--- src/rtl/cam_pkg.sv ---
package cam_pkg;
   typedef enum logic {MODE_ENC = 1'b0, MODE_VEC = 1'b1} cam_mode_e;
endpackage

--- src/rtl/cam_store.sv ---
module cam_store #(
   parameter int ENTRIES = 16,
   parameter int WIDTH   = 8,
   localparam int AW     = $clog2(ENTRIES)
) (
   input  logic                      clk,
   input  logic                      rst_n,
   input  logic                      wr_en,
   input  logic [AW-1:0]             wr_addr,
   input  logic [WIDTH-1:0]          wr_data,
   input  logic                      clr_en,
   input  logic                      clr_all,
   input  logic [AW-1:0]             clr_addr,
   output logic [ENTRIES-1:0][WIDTH-1:0] words,
   output logic [ENTRIES-1:0]        valid
);
   for (genvar i = 0; i < ENTRIES; i++) begin : g_slot
      logic wsel, csel;
      assign wsel = wr_en && (wr_addr == AW'(i));
      assign csel = clr_en && (clr_all || (clr_addr == AW'(i)));
      always_ff @(posedge clk or negedge rst_n) begin
         if (!rst_n) begin
            words[i] <= '0;
            valid[i] <= 1'b0;
         end else begin
            if (wsel) words[i] <= wr_data;
            if (csel)      valid[i] <= 1'b0;
            else if (wsel) valid[i] <= 1'b1;
         end
      end
   end
endmodule

--- src/rtl/cam_match.sv ---
module cam_match #(
   parameter int ENTRIES = 16,
   parameter int WIDTH   = 8,
   localparam int AW     = $clog2(ENTRIES)
) (
   input  logic [ENTRIES-1:0][WIDTH-1:0] words,
   input  logic [ENTRIES-1:0]        valid,
   input  logic [WIDTH-1:0]          key,
   output logic [ENTRIES-1:0]        hits,
   output logic [AW-1:0]             first,
   output logic                      any,
   output logic                      many
);
   for (genvar i = 0; i < ENTRIES; i++) begin : g_cmp
      assign hits[i] = valid[i] && (words[i] == key);
   end

   always_comb begin
      first = '0;
      for (int i = ENTRIES - 1; i >= 0; i--)
         if (hits[i]) first = AW'(i);
   end

   assign any  = |hits;
   assign many = (hits & (hits - 1'b1)) != '0;
endmodule

--- src/rtl/cam_array.sv ---
module cam_array
   import cam_pkg::*;
#(
   parameter int ENTRIES = 16,
   parameter int WIDTH   = 8,
   localparam int AW     = $clog2(ENTRIES)
) (
   input  logic               clk,
   input  logic               rst_n,
   input  logic               wr_en,
   input  logic [AW-1:0]      wr_addr,
   input  logic [WIDTH-1:0]   wr_data,
   input  logic               clr_en,
   input  logic               clr_all,
   input  logic [AW-1:0]      clr_addr,
   input  logic               srch_vld,
   input  logic               srch_mode,
   input  logic [WIDTH-1:0]   srch_key,
   output logic               res_vld,
   output logic               res_hit,
   output logic               res_multi,
   output logic [AW-1:0]      res_index,
   output logic [ENTRIES-1:0] res_vec
);
   initial begin
      assert (ENTRIES >= 2 && (1 << AW) == ENTRIES)
         else $error("ENTRIES must be a power of two, at least 2");
      assert (WIDTH >= 1) else $error("WIDTH must be positive");
   end

   logic [ENTRIES-1:0][WIDTH-1:0] words;
   logic [ENTRIES-1:0] valid, hits;
   logic [AW-1:0]      first;
   logic               any, many;

   cam_store #(.ENTRIES(ENTRIES), .WIDTH(WIDTH)) u_store (
      .clk, .rst_n, .wr_en, .wr_addr, .wr_data,
      .clr_en, .clr_all, .clr_addr, .words, .valid);

   cam_match #(.ENTRIES(ENTRIES), .WIDTH(WIDTH)) u_match (
      .words, .valid, .key(srch_key), .hits, .first, .any, .many);

   always_ff @(posedge clk or negedge rst_n) begin
      if (!rst_n) begin
         res_vld   <= 1'b0;
         res_hit   <= 1'b0;
         res_multi <= 1'b0;
         res_index <= '0;
         res_vec   <= '0;
      end else begin
         res_vld <= srch_vld;
         if (srch_vld) begin
            res_hit   <= any;
            res_multi <= many;
            if (cam_mode_e'(srch_mode) == MODE_VEC) begin
               res_vec   <= hits;
               res_index <= '0;
            end else begin
               res_vec   <= '0;
               res_index <= first;
            end
         end
      end
   end
endmodule

--- config.mk ---
export PLATFORM = sky130hd
export DESIGN_NAME = cam_array
export DESIGN_NICKNAME = d
export VERILOG_FILES = /design/src/rtl/cam_pkg.sv /design/src/rtl/cam_store.sv /design/src/rtl/cam_match.sv /design/src/rtl/cam_array.sv
export SDC_FILE = /design/constraint.sdc
export NUM_CORES = 1
export LEC_CHECK = 0
export BUFFER_PORTS_ARGS = -buffer_cell sky130_fd_sc_hd__buf_4
export CORE_MARGIN = 5
export CORE_UTILIZATION = 55
export CTS_CLUSTER_DIAMETER = 60
export DETAILED_ROUTE_END_ITERATION = 16
export PLACE_DENSITY = 0.76
export SKIP_CTS_REPAIR_TIMING = 1
export SYNTH_ARGS = -nofsm -noshare
export SYNTH_HDL_FRONTEND = slang
export SYNTH_HIERARCHICAL = 1
export SYNTH_SLANG_ARGS = --single-unit
--- constraint.sdc ---
create_clock -name clk -period 1.9 [get_ports clk]
set_input_delay 0.38 -clock clk [delete_from_list [all_inputs] [get_ports clk]]
set_output_delay 0.38 -clock clk [all_outputs]
set_load 0.1 [all_outputs]
# Word-level counts from Yosys, hierarchy flattened

Cells that the tools add are included.

Flip-flop bits (word level): 167
Output and inout bits: 23
Bits of input ports: 31
Word-level logic and storage cells: 219

Multiplexer cells: 50
Equality and inequality tests: 46
$add $sub $neg: 1
Bitwise gates (word level): 1
Reduce and logical (&&, ||, !) cells: 84

Operators by type and width:

| kind                    | count |
|---|---|
| $eq A8 B8 Y1            | 16 |
| $mux W4                 | 17 |
| $eq A4 B4 Y1 const B    | 16 |
| $logic_and A1 B1 Y1     | 48 |
| $eq A4 B3 Y1 const B    | 8 |
| $mux W1                 | 32 |
| $reduce_bool A2 Y1      | 16 |
| $and A16 B16 Y16        | 1 |
| $eq A4 B2 Y1 const B    | 4 |
| $logic_or A1 B1 Y1      | 16 |
| $mux W16                | 1 |
| $reduce_bool A16 Y1     | 1 |
| $reduce_or A16 Y1       | 1 |
| $sub A16 B1 Y16 const B | 1 |
| $eq A4 B1 Y1 const B    | 2 |
| $logic_not A4 Y1        | 2 |

# Logic depth before layout (Yosys ltp)

Gate-level depths: netlist (run 1).

Depth after elaboration: 19
Gate-level depth with buffers: 12
Gate-level depth less buffers: 10

# By module

The synthesis (run 1) kept the hierarchy.

By module, submodules not included:

| module    | area each (sq um) | cells an instance | times used | seq. area each (sq um) |
|---|---|---|---|---|
| cam_store | 5654.2            | 358               | 1          | 3603.5 |
| cam_match | 2044.5            | 264               | 1          | 0.0 |
| cam_array | 1002.2            | 92                | 1          | 575.6 |

# Worst setup path before layout (run 1)

OpenSTA, ideal clock, no wires.

Path kind: input to register
From: input srch_key[5]
To: register res_multi
Arrival: 2.157 ns
Required time: 1.774 ns
Setup slack: -0.383 ns
Path buffers: 2
Stages on the path: 11
Path through: buf_4 buf_12 xnor2_1 nand4_1 nor3_2 nor4_4 nand3_2 o41a_1 o32ai_1 nand4b_1 mux2_4

Word-level cells in the longest chain between the ends: 5
Elaborated cells on any way between the ends: 35
Classes of those cells: add/sub: 1; eq/ne: 16; bitwise: 1; reduce/logical: 17

RTL lines:

| what                    | RTL line        | text |
|---|---|---|
| from (decl)             | cam_array.sv:18 | `input logic [WIDTH-1:0] srch_key,` |
| $eq A8 B8 Y1 (*)        | cam_match.sv:15 | `assign hits[i] = valid[i] && (words[i] == key);` |
| $logic_and A1 B1 Y1 (*) | cam_match.sv:15 |  |
| named net hits[2]       | cam_array.sv:32 | `logic [ENTRIES-1:0] valid, hits;` |
| $sub A16 B1 Y16         | cam_match.sv:25 | `assign many = (hits & (hits - 1'b1)) != '0;` |
| $and A16 B16 Y16 (*)    | cam_match.sv:25 |  |
| $reduce_bool A16 Y1 (*) | cam_match.sv:25 |  |
| named net many          | cam_array.sv:34 | `logic any, many;` |
| to (signal assigned)    | cam_array.sv:54 | `res_multi <= many;` |
| to (decl)               | cam_array.sv:21 | `output logic res_multi,` |

The timed path passes the listed nets; every way through them passes the cells marked *.
A chain may end at the register's enable or synchronous reset.

# Worst setup path after layout (run 1)

From: register u_store/words[25] in the netlist's numbering
To: register res_multi

Word-level cells in the longest chain between the ends: 5

RTL lines:

| what                              | RTL line        | text |
|---|---|---|
| from (decl)                       | cam_store.sv:14 | `output logic [ENTRIES-1:0][WIDTH-1:0] words,` |
| from (signal, indexed assignment) | cam_store.sv:26 | `if (wsel) words[i] <= wr_data;` |
| $eq A8 B8 Y1 (*)                  | cam_match.sv:15 |  |
| $logic_and A1 B1 Y1 (*)           | cam_match.sv:15 |  |
| named net hits[3]                 | cam_array.sv:32 |  |
| $sub A16 B1 Y16                   | cam_match.sv:25 |  |
| $and A16 B16 Y16 (*)              | cam_match.sv:25 |  |
| $reduce_bool A16 Y1 (*)           | cam_match.sv:25 |  |
| named net many                    | cam_array.sv:34 |  |

Marks and branches as above.

==> results of run 1 <==
[kinds of logic (layout without fill, tap and decap cells)]
logic type / after synthesis / in the layout / share of synthesized area, %
AOI/OAI and AO/OA: 74 / 74 / 5.95
xor gates and xnor gates: 128 / 128 / 12.9
buffers and inverters: 71 / 194 / 5.61
DFF: 167 / 167 / 48.0
muxes: 130 / 130 / 17.6
and+or+nand+nor: 144 / 144 / 9.92
[power breakdown]
part | switching, uW | internal (uW)
logic | 878 | 1250
clock network | 1420 | 2090
registers | 500 | 4220
total | 2800 | 7550
[sequential cells by signal, summed over array words and instances (netlist names)]
| register | count |
|---|---|
| res_hit | 1 |
| res_index | 4 |
| res_multi | 1 |
| res_vec | 16 |
| res_vld | 1 |
| u_store/valid | 16 |
| u_store/words | 128 |
[synthesized netlist by cell type, types with 12 or more instances]
cell	number	area (sq um)
dfrtp_1	167	4180
xnor2_1	125	1090
mux2_2	112	1260
nand3_1	30	150
inv_1	28	105
nand2_1	20	75.1
o21ai_1	19	95.1
mux2_4	18	270
nand4_1	16	100
nor2_1	15	56.3
clkbuf_1	13	48.8
nor3_2	12	120
[per-layer routing]
metal	track usage (%)	vias to the layer above	routed length, um
li1	-	2692	-
met1	32.0	2977	9350
met2	41.8	129	10700
met3	5.50	34	1020
met4	8.73	0	597
met5	0	-	0
[per-stage QoR]
stage	hold slack, ps	util (%)
6_report	300	67.3
5_1_grt	303	67.3
4_1_cts	-67.6	66.5
3_5_place_dp	390	62.7
3_3_place_gp	387	62.7
2_1_floorplan	84.4	-
[layout make-up]
| type | count | area [sq um] | area share, % |
|---|---|---|---|
| multi-input combinational | 476 | 4230 | 40.0 |
| sequential | 167 | 4180 | 39.5 |
| timing repair buffer | 135 | 1190 | 11.2 |
| clock buffer | 18 | 439 | 4.16 |
| tap | 216 | 270 | 2.56 |
| clock inverter | 13 | 156 | 1.48 |
| inverter | 28 | 105 | 0.994 |
[worst min path at each step]
stage | end | slack, ps | depth (start not counted) | from
after floorplan | res_hit$_DFFE_PN0P_ | 80 | 0 | rst_n
after global placement | u_store/words[70]$_DFFE_PN0P_ | 390 | 1 | rst_n
after detailed placement | u_store/words[70]$_DFFE_PN0P_ | 390 | 1 | rst_n
after CTS | u_store/words[70]$_DFFE_PN0P_ | -70 | 1 | rst_n
after global routing | u_store/valid[10]$_DFFE_PN0P_ | 300 | 2 | clr_en
final | res_vld$_DFF_PN0_ | 300 | 1 | srch_vld
[worst max-delay path, stage by stage, from the launching register on]
cell	delay, ps
dfrtp_1	400
xnor2_1	130
nand4_1	150
nor3_4	70
nor4_4	300
nand3_2	170
o41a_1	360
o32ai_2	120
nand4b_1	120
mux2_4	260
==> flow_summary.yaml, run 1 <==
cells_and_area:
  final_common_cell: "dfrtp_1"
  fill_cells: 1150
  layout-drive-gt1-share_pct: 42.2
  layout.nets: 856
  final_cell_mix: "167 x dfrtp_1, 119 x buf_4, 117 x xnor2_1, 112 x mux2_2, 29 x nand3_1"
  design_area_sq_um: 10600
  fin_cells: 1053
  antennaDiodeCount: 0
  area_growth_pct: 21.5
die:
  fp.dieH_um: 136
  row_count: 46
  initial_core_util_pct: 55.4
  die-area_sq_um: 18400
  io_pins: 54
  die_w_um: 136
  core_area_sq_um: 15700
min_path:
  hold_path_class: "input port to register"
outcome:
  violations: "setup timing"
  status: "complete, but fails checks"
setup_path:
  crit_type: "register to register"
  r2r_cells: 9
  critPathLaunchType: "register"
  arrival_ps: 2510
  crit_start: "u_store/words[25]$_DFFE_PN0P_"
  worstSetupEndpoint: "res_multi$_DFFE_PN0P_"
  r2r-end: "res_multi$_DFFE_PN0P_"
  rrSetupSlack_ps: -290
  endpoint_kind: "register"
  reg2reg_from: "u_store/words[25]$_DFFE_PN0P_"
  critPathMaxFanout: 5
  cp.required_ps: 2220
sta:
  clock.fmax_mhz: 456
  slew_violations: 0
  worst_pin_slew_ps: 568
  fin_setup_tns_ps: -531
  slew_headroom_pct: 62.1
  min_period_over_period_pct: 115
  skew_ps: 7.11
  rsz0062_at_grt: "yes"
  setup_viol: 4
  fin_ws_ps: -291
  min_period_ps: 2190
  finalHoldViolCount: 0
yosys:
  synth.distinct_cells: 52
  syn-cell-area_sq_um: 8700
  yosysSeqAreaShare_pct: 48.0
  syn-num-nets: 745
  avgSynthCellArea_sq_um: 12.2
  synthArstFlopShare_pct: 100
  synth_edf_count: 0
  synth_ff_type: "dfrtp_1"
  ys_warn_count: 6
  ys_ff_latch: 167
  postSynthCellCount: 714
route:
  first_iter_violations: 332
  drc: 0
  detail_route.wl_per_cell_um: 20.6
  wl_mm: 21.7
  vias_per_cell: 5.54
  drtAntennaViolNets: 0
  dr.pass1.iters: 5
  vias: 5832
power:
  total_power_uw: 10400
  p_per_area_nw_per_um2: 979
  peakVddDrop_v: 0.000659
  p_leak_uw: 0.00460
placed_design:
  port-buffer-count: 53
  post-place-cells: 1020
  hpwlAfterDp_mm: 14.9
  gp_congestion: 0.835
  pre_cts_ws_ps: -527
  placed_cell_area_sq_um: 9850
global_route:
  grt_pass1_wl_mm: 35.0
  grt_max_degree: 52
  antenna_found_initial: 0
  grt_usage_pct: 24.9
  grt_pass1_vias: 6488
  grt_overflow_total: 0
clock_network:
  htree_levels: 4
  clock_path_buffers: 2
  root_buffer: "clkbuf_16"
  cts_tree: "yes"
  path_clk_slew_ps: 70
  clock_latency_ps: 430
  clock_sinks: 167
  cts_buffers: 17
job:
  maxCapViolCount: 0
(Power assumes the default switching activity.)
==> inputs of run 2 (changes only) <==
--- a/config.mk
+++ b/config.mk
@@ -11,7 +11,6 @@
 export CTS_CLUSTER_DIAMETER = 60
 export DETAILED_ROUTE_END_ITERATION = 16
 export PLACE_DENSITY = 0.76
-export SKIP_CTS_REPAIR_TIMING = 1
 export SYNTH_ARGS = -nofsm -noshare
 export SYNTH_HDL_FRONTEND = slang
 export SYNTH_HIERARCHICAL = 1
==> run 2 against run 1 <==
Clock power about the same. Sequential share of layout area down 0.15 points. Critical endpoint unchanged. Power up 0.16%. Final cell count up 0.38%. Global-route usage rose by 0.13 points. The flow still finishes with violations (setup timing). Final area is 0.39% higher.
==> flow_summary.yaml, run 2 (synthesis gave the netlist of run 1 again) <==
cells_and_area:
  final_common_cell: "dfrtp_1"
  top_regs: "u_store/words (128), res_vec (16), u_store/valid (16)"
  regMostFlops: "u_store/words"
  fin_cells: 1057
  layout-drive-gt1-share_pct: 42.7
  design_area_sq_um: 10600
  layout.nets: 860
  area_growth_pct: 21.9
  fill_cells: 1140
  largest_reg_flops: 128
  final_cell_mix: "167 x dfrtp_1, 120 x buf_4, 116 x xnor2_1, 112 x mux2_2, 29 x nand3_1"
  antennaDiodeCount: 0
setup_path:
  crit_type: "register to register"
  cpLargestDelayFamily: "simple AND/OR/NAND/NOR gates"
  endpoint_kind: "register"
  critPathMaxFanout: 5
  max_stage_delay_ps: 400
  critPathLaunchType: "register"
  arrival_ps: 2500
  path_cells: "xnor2_1, nand4_1, nor3_4, nor4_4, nand3_2, o41a_1, o32ai_2, nand4b_1, mux2_4"
  path_buf_inv: 0
  crit_slowest_cell: "dfrtp_1"
  cp.required_ps: 2220
min_path:
  hold_path_class: "input port to register"
die:
  io_pins: 54
  core_area_sq_um: 15700
  die_w_um: 136
  initial_core_util_pct: 55.4
  die-area_sq_um: 18400
  row_count: 46
  fp.dieH_um: 136
outcome:
  status: "complete, but fails checks"
  violations: "setup timing"
placed_design:
  pre_cts_ws_ps: -527
  port-buffer-count: 53
  post-place-cells: 1020
  gp_congestion: 0.835
  placed_cell_area_sq_um: 9850
  hpwlAfterDp_mm: 14.9
sta:
  slew_headroom_pct: 61.1
  slew_violations: 0
  fin_setup_tns_ps: -631
  fin_ws_ps: -287
  worst_pin_slew_ps: 583
  min_period_over_period_pct: 115
  finalHoldViolCount: 0
  rsz0062_at_grt: "yes"
  setup_viol: 5
  skew_ps: 7.87
  min_period_ps: 2190
  clock.fmax_mhz: 457
  hold_slack_ps: 300
power:
  swShare_pct: 27.0
  p_seq_share_pct: 45.5
  p_int_uw: 7570
  peakVddDrop_v: 0.000659
  power_frac_comb_pct: 20.7
  p_clk_share_pct: 33.8
  p_per_area_nw_per_um2: 977
  p_switching_uw: 2800
  p_leak_uw: 0.00462
clock_network:
  cts_tree: "yes"
  cts_buffers: 17
  path_clk_slew_ps: 70
  clock_sinks: 167
  root_buffer: "clkbuf_16"
  htree_levels: 4
  clock_path_buffers: 2
  clock_latency_ps: 430
route:
  drc: 0
  detail_route.wl_per_cell_um: 20.6
  vias: 5825
  first_iter_violations: 362
  dr.pass1.iters: 5
  vias_per_cell: 5.51
  wl_mm: 21.8
  drtAntennaViolNets: 0
global_route:
  grt_max_degree: 52
  grt_overflow_total: 0
  antenna_found_initial: 0
  grt_pass1_wl_mm: 35.2
  grt_pass1_vias: 6537
  grt_usage_pct: 25.1
job:
  maxCapViolCount: 0
run 2: final timing paths:
| check | cells past startpoint | to | slack (ps) | startpoint |
|---|---|---|---|---|
| worst max-delay path | 9 | res_multi$_DFFE_PN0P_ | -290 | u_store/words[25]$_DFFE_PN0P_ |
| min in group asynchronous | 2 | u_store/words[38]$_DFFE_PN0P_ | 510 | rst_n |
| max in group asynchronous | 3 | u_store/words[126]$_DFFE_PN0P_ | 810 | rst_n |
| worst min register to register | 2 | res_vec[6]$_DFFE_PN0P_ | 520 | res_vec[6]$_DFFE_PN0P_ |
| worst min-delay path | 1 | res_vld$_DFF_PN0_ | 300 | srch_vld |
| worst max register to register | 9 | res_multi$_DFFE_PN0P_ | -290 | u_store/words[25]$_DFFE_PN0P_ |
run 2: timing repair:
action                                  CTS  global route
hold buffers                              1             0
pin swaps                                 9            10
gates cloned                              0             0
endpoints found under the setup margin    6             6
buffers inserted                          3             3
resized for setup                         9            14
hold endpoints to repair                 44             0
run 2: routing by layer:
metal / share of wire, % / GRT usage, %
met1: 43 / 32.1
met2: 50 / 41.8
met3: 4.7 / 5.50
met4: 2.4 / 9.35
met5: 0 / 0
run 2: through the flow:
| stage | util, % | power [uW] |
|---|---|---|
| finish | 67.5 | 10400 |
| detailed placement | 62.7 | 6830 |
| floorplan | - | 6250 |
| global route | 67.5 | 10800 |
| global placement | 62.7 | 6700 |
| CTS | 67.0 | 10400 |
run 2: cell type report:
| cell class | count | area (sq um) | share of cell area (%) |
|---|---|---|---|
| Clock inverter | 13 | 156 | 1.47 |
| Timing Repair Buffer | 139 | 1230 | 11.6 |
| Clock buffer | 18 | 439 | 4.14 |
| Sequential cell | 167 | 4180 | 39.4 |
| Tap cell | 216 | 270 | 2.55 |
| Inverter | 28 | 105 | 0.991 |
| Multi-Input combinational cell | 476 | 4230 | 39.9 |
run 2: power groups by stage:
| stage | registers, uW | logic, uW | clock network [uW] |
|---|---|---|---|
| after global routing | 4790 | 2310 | 3730 |
| after CTS | 4710 | 2100 | 3550 |
| after floorplan | 4650 | 1590 | 0 |
| after detailed placement | 4760 | 2070 | 0 |
| final | 4720 | 2140 | 3510 |
| after global placement | 4710 | 1990 | 0 |
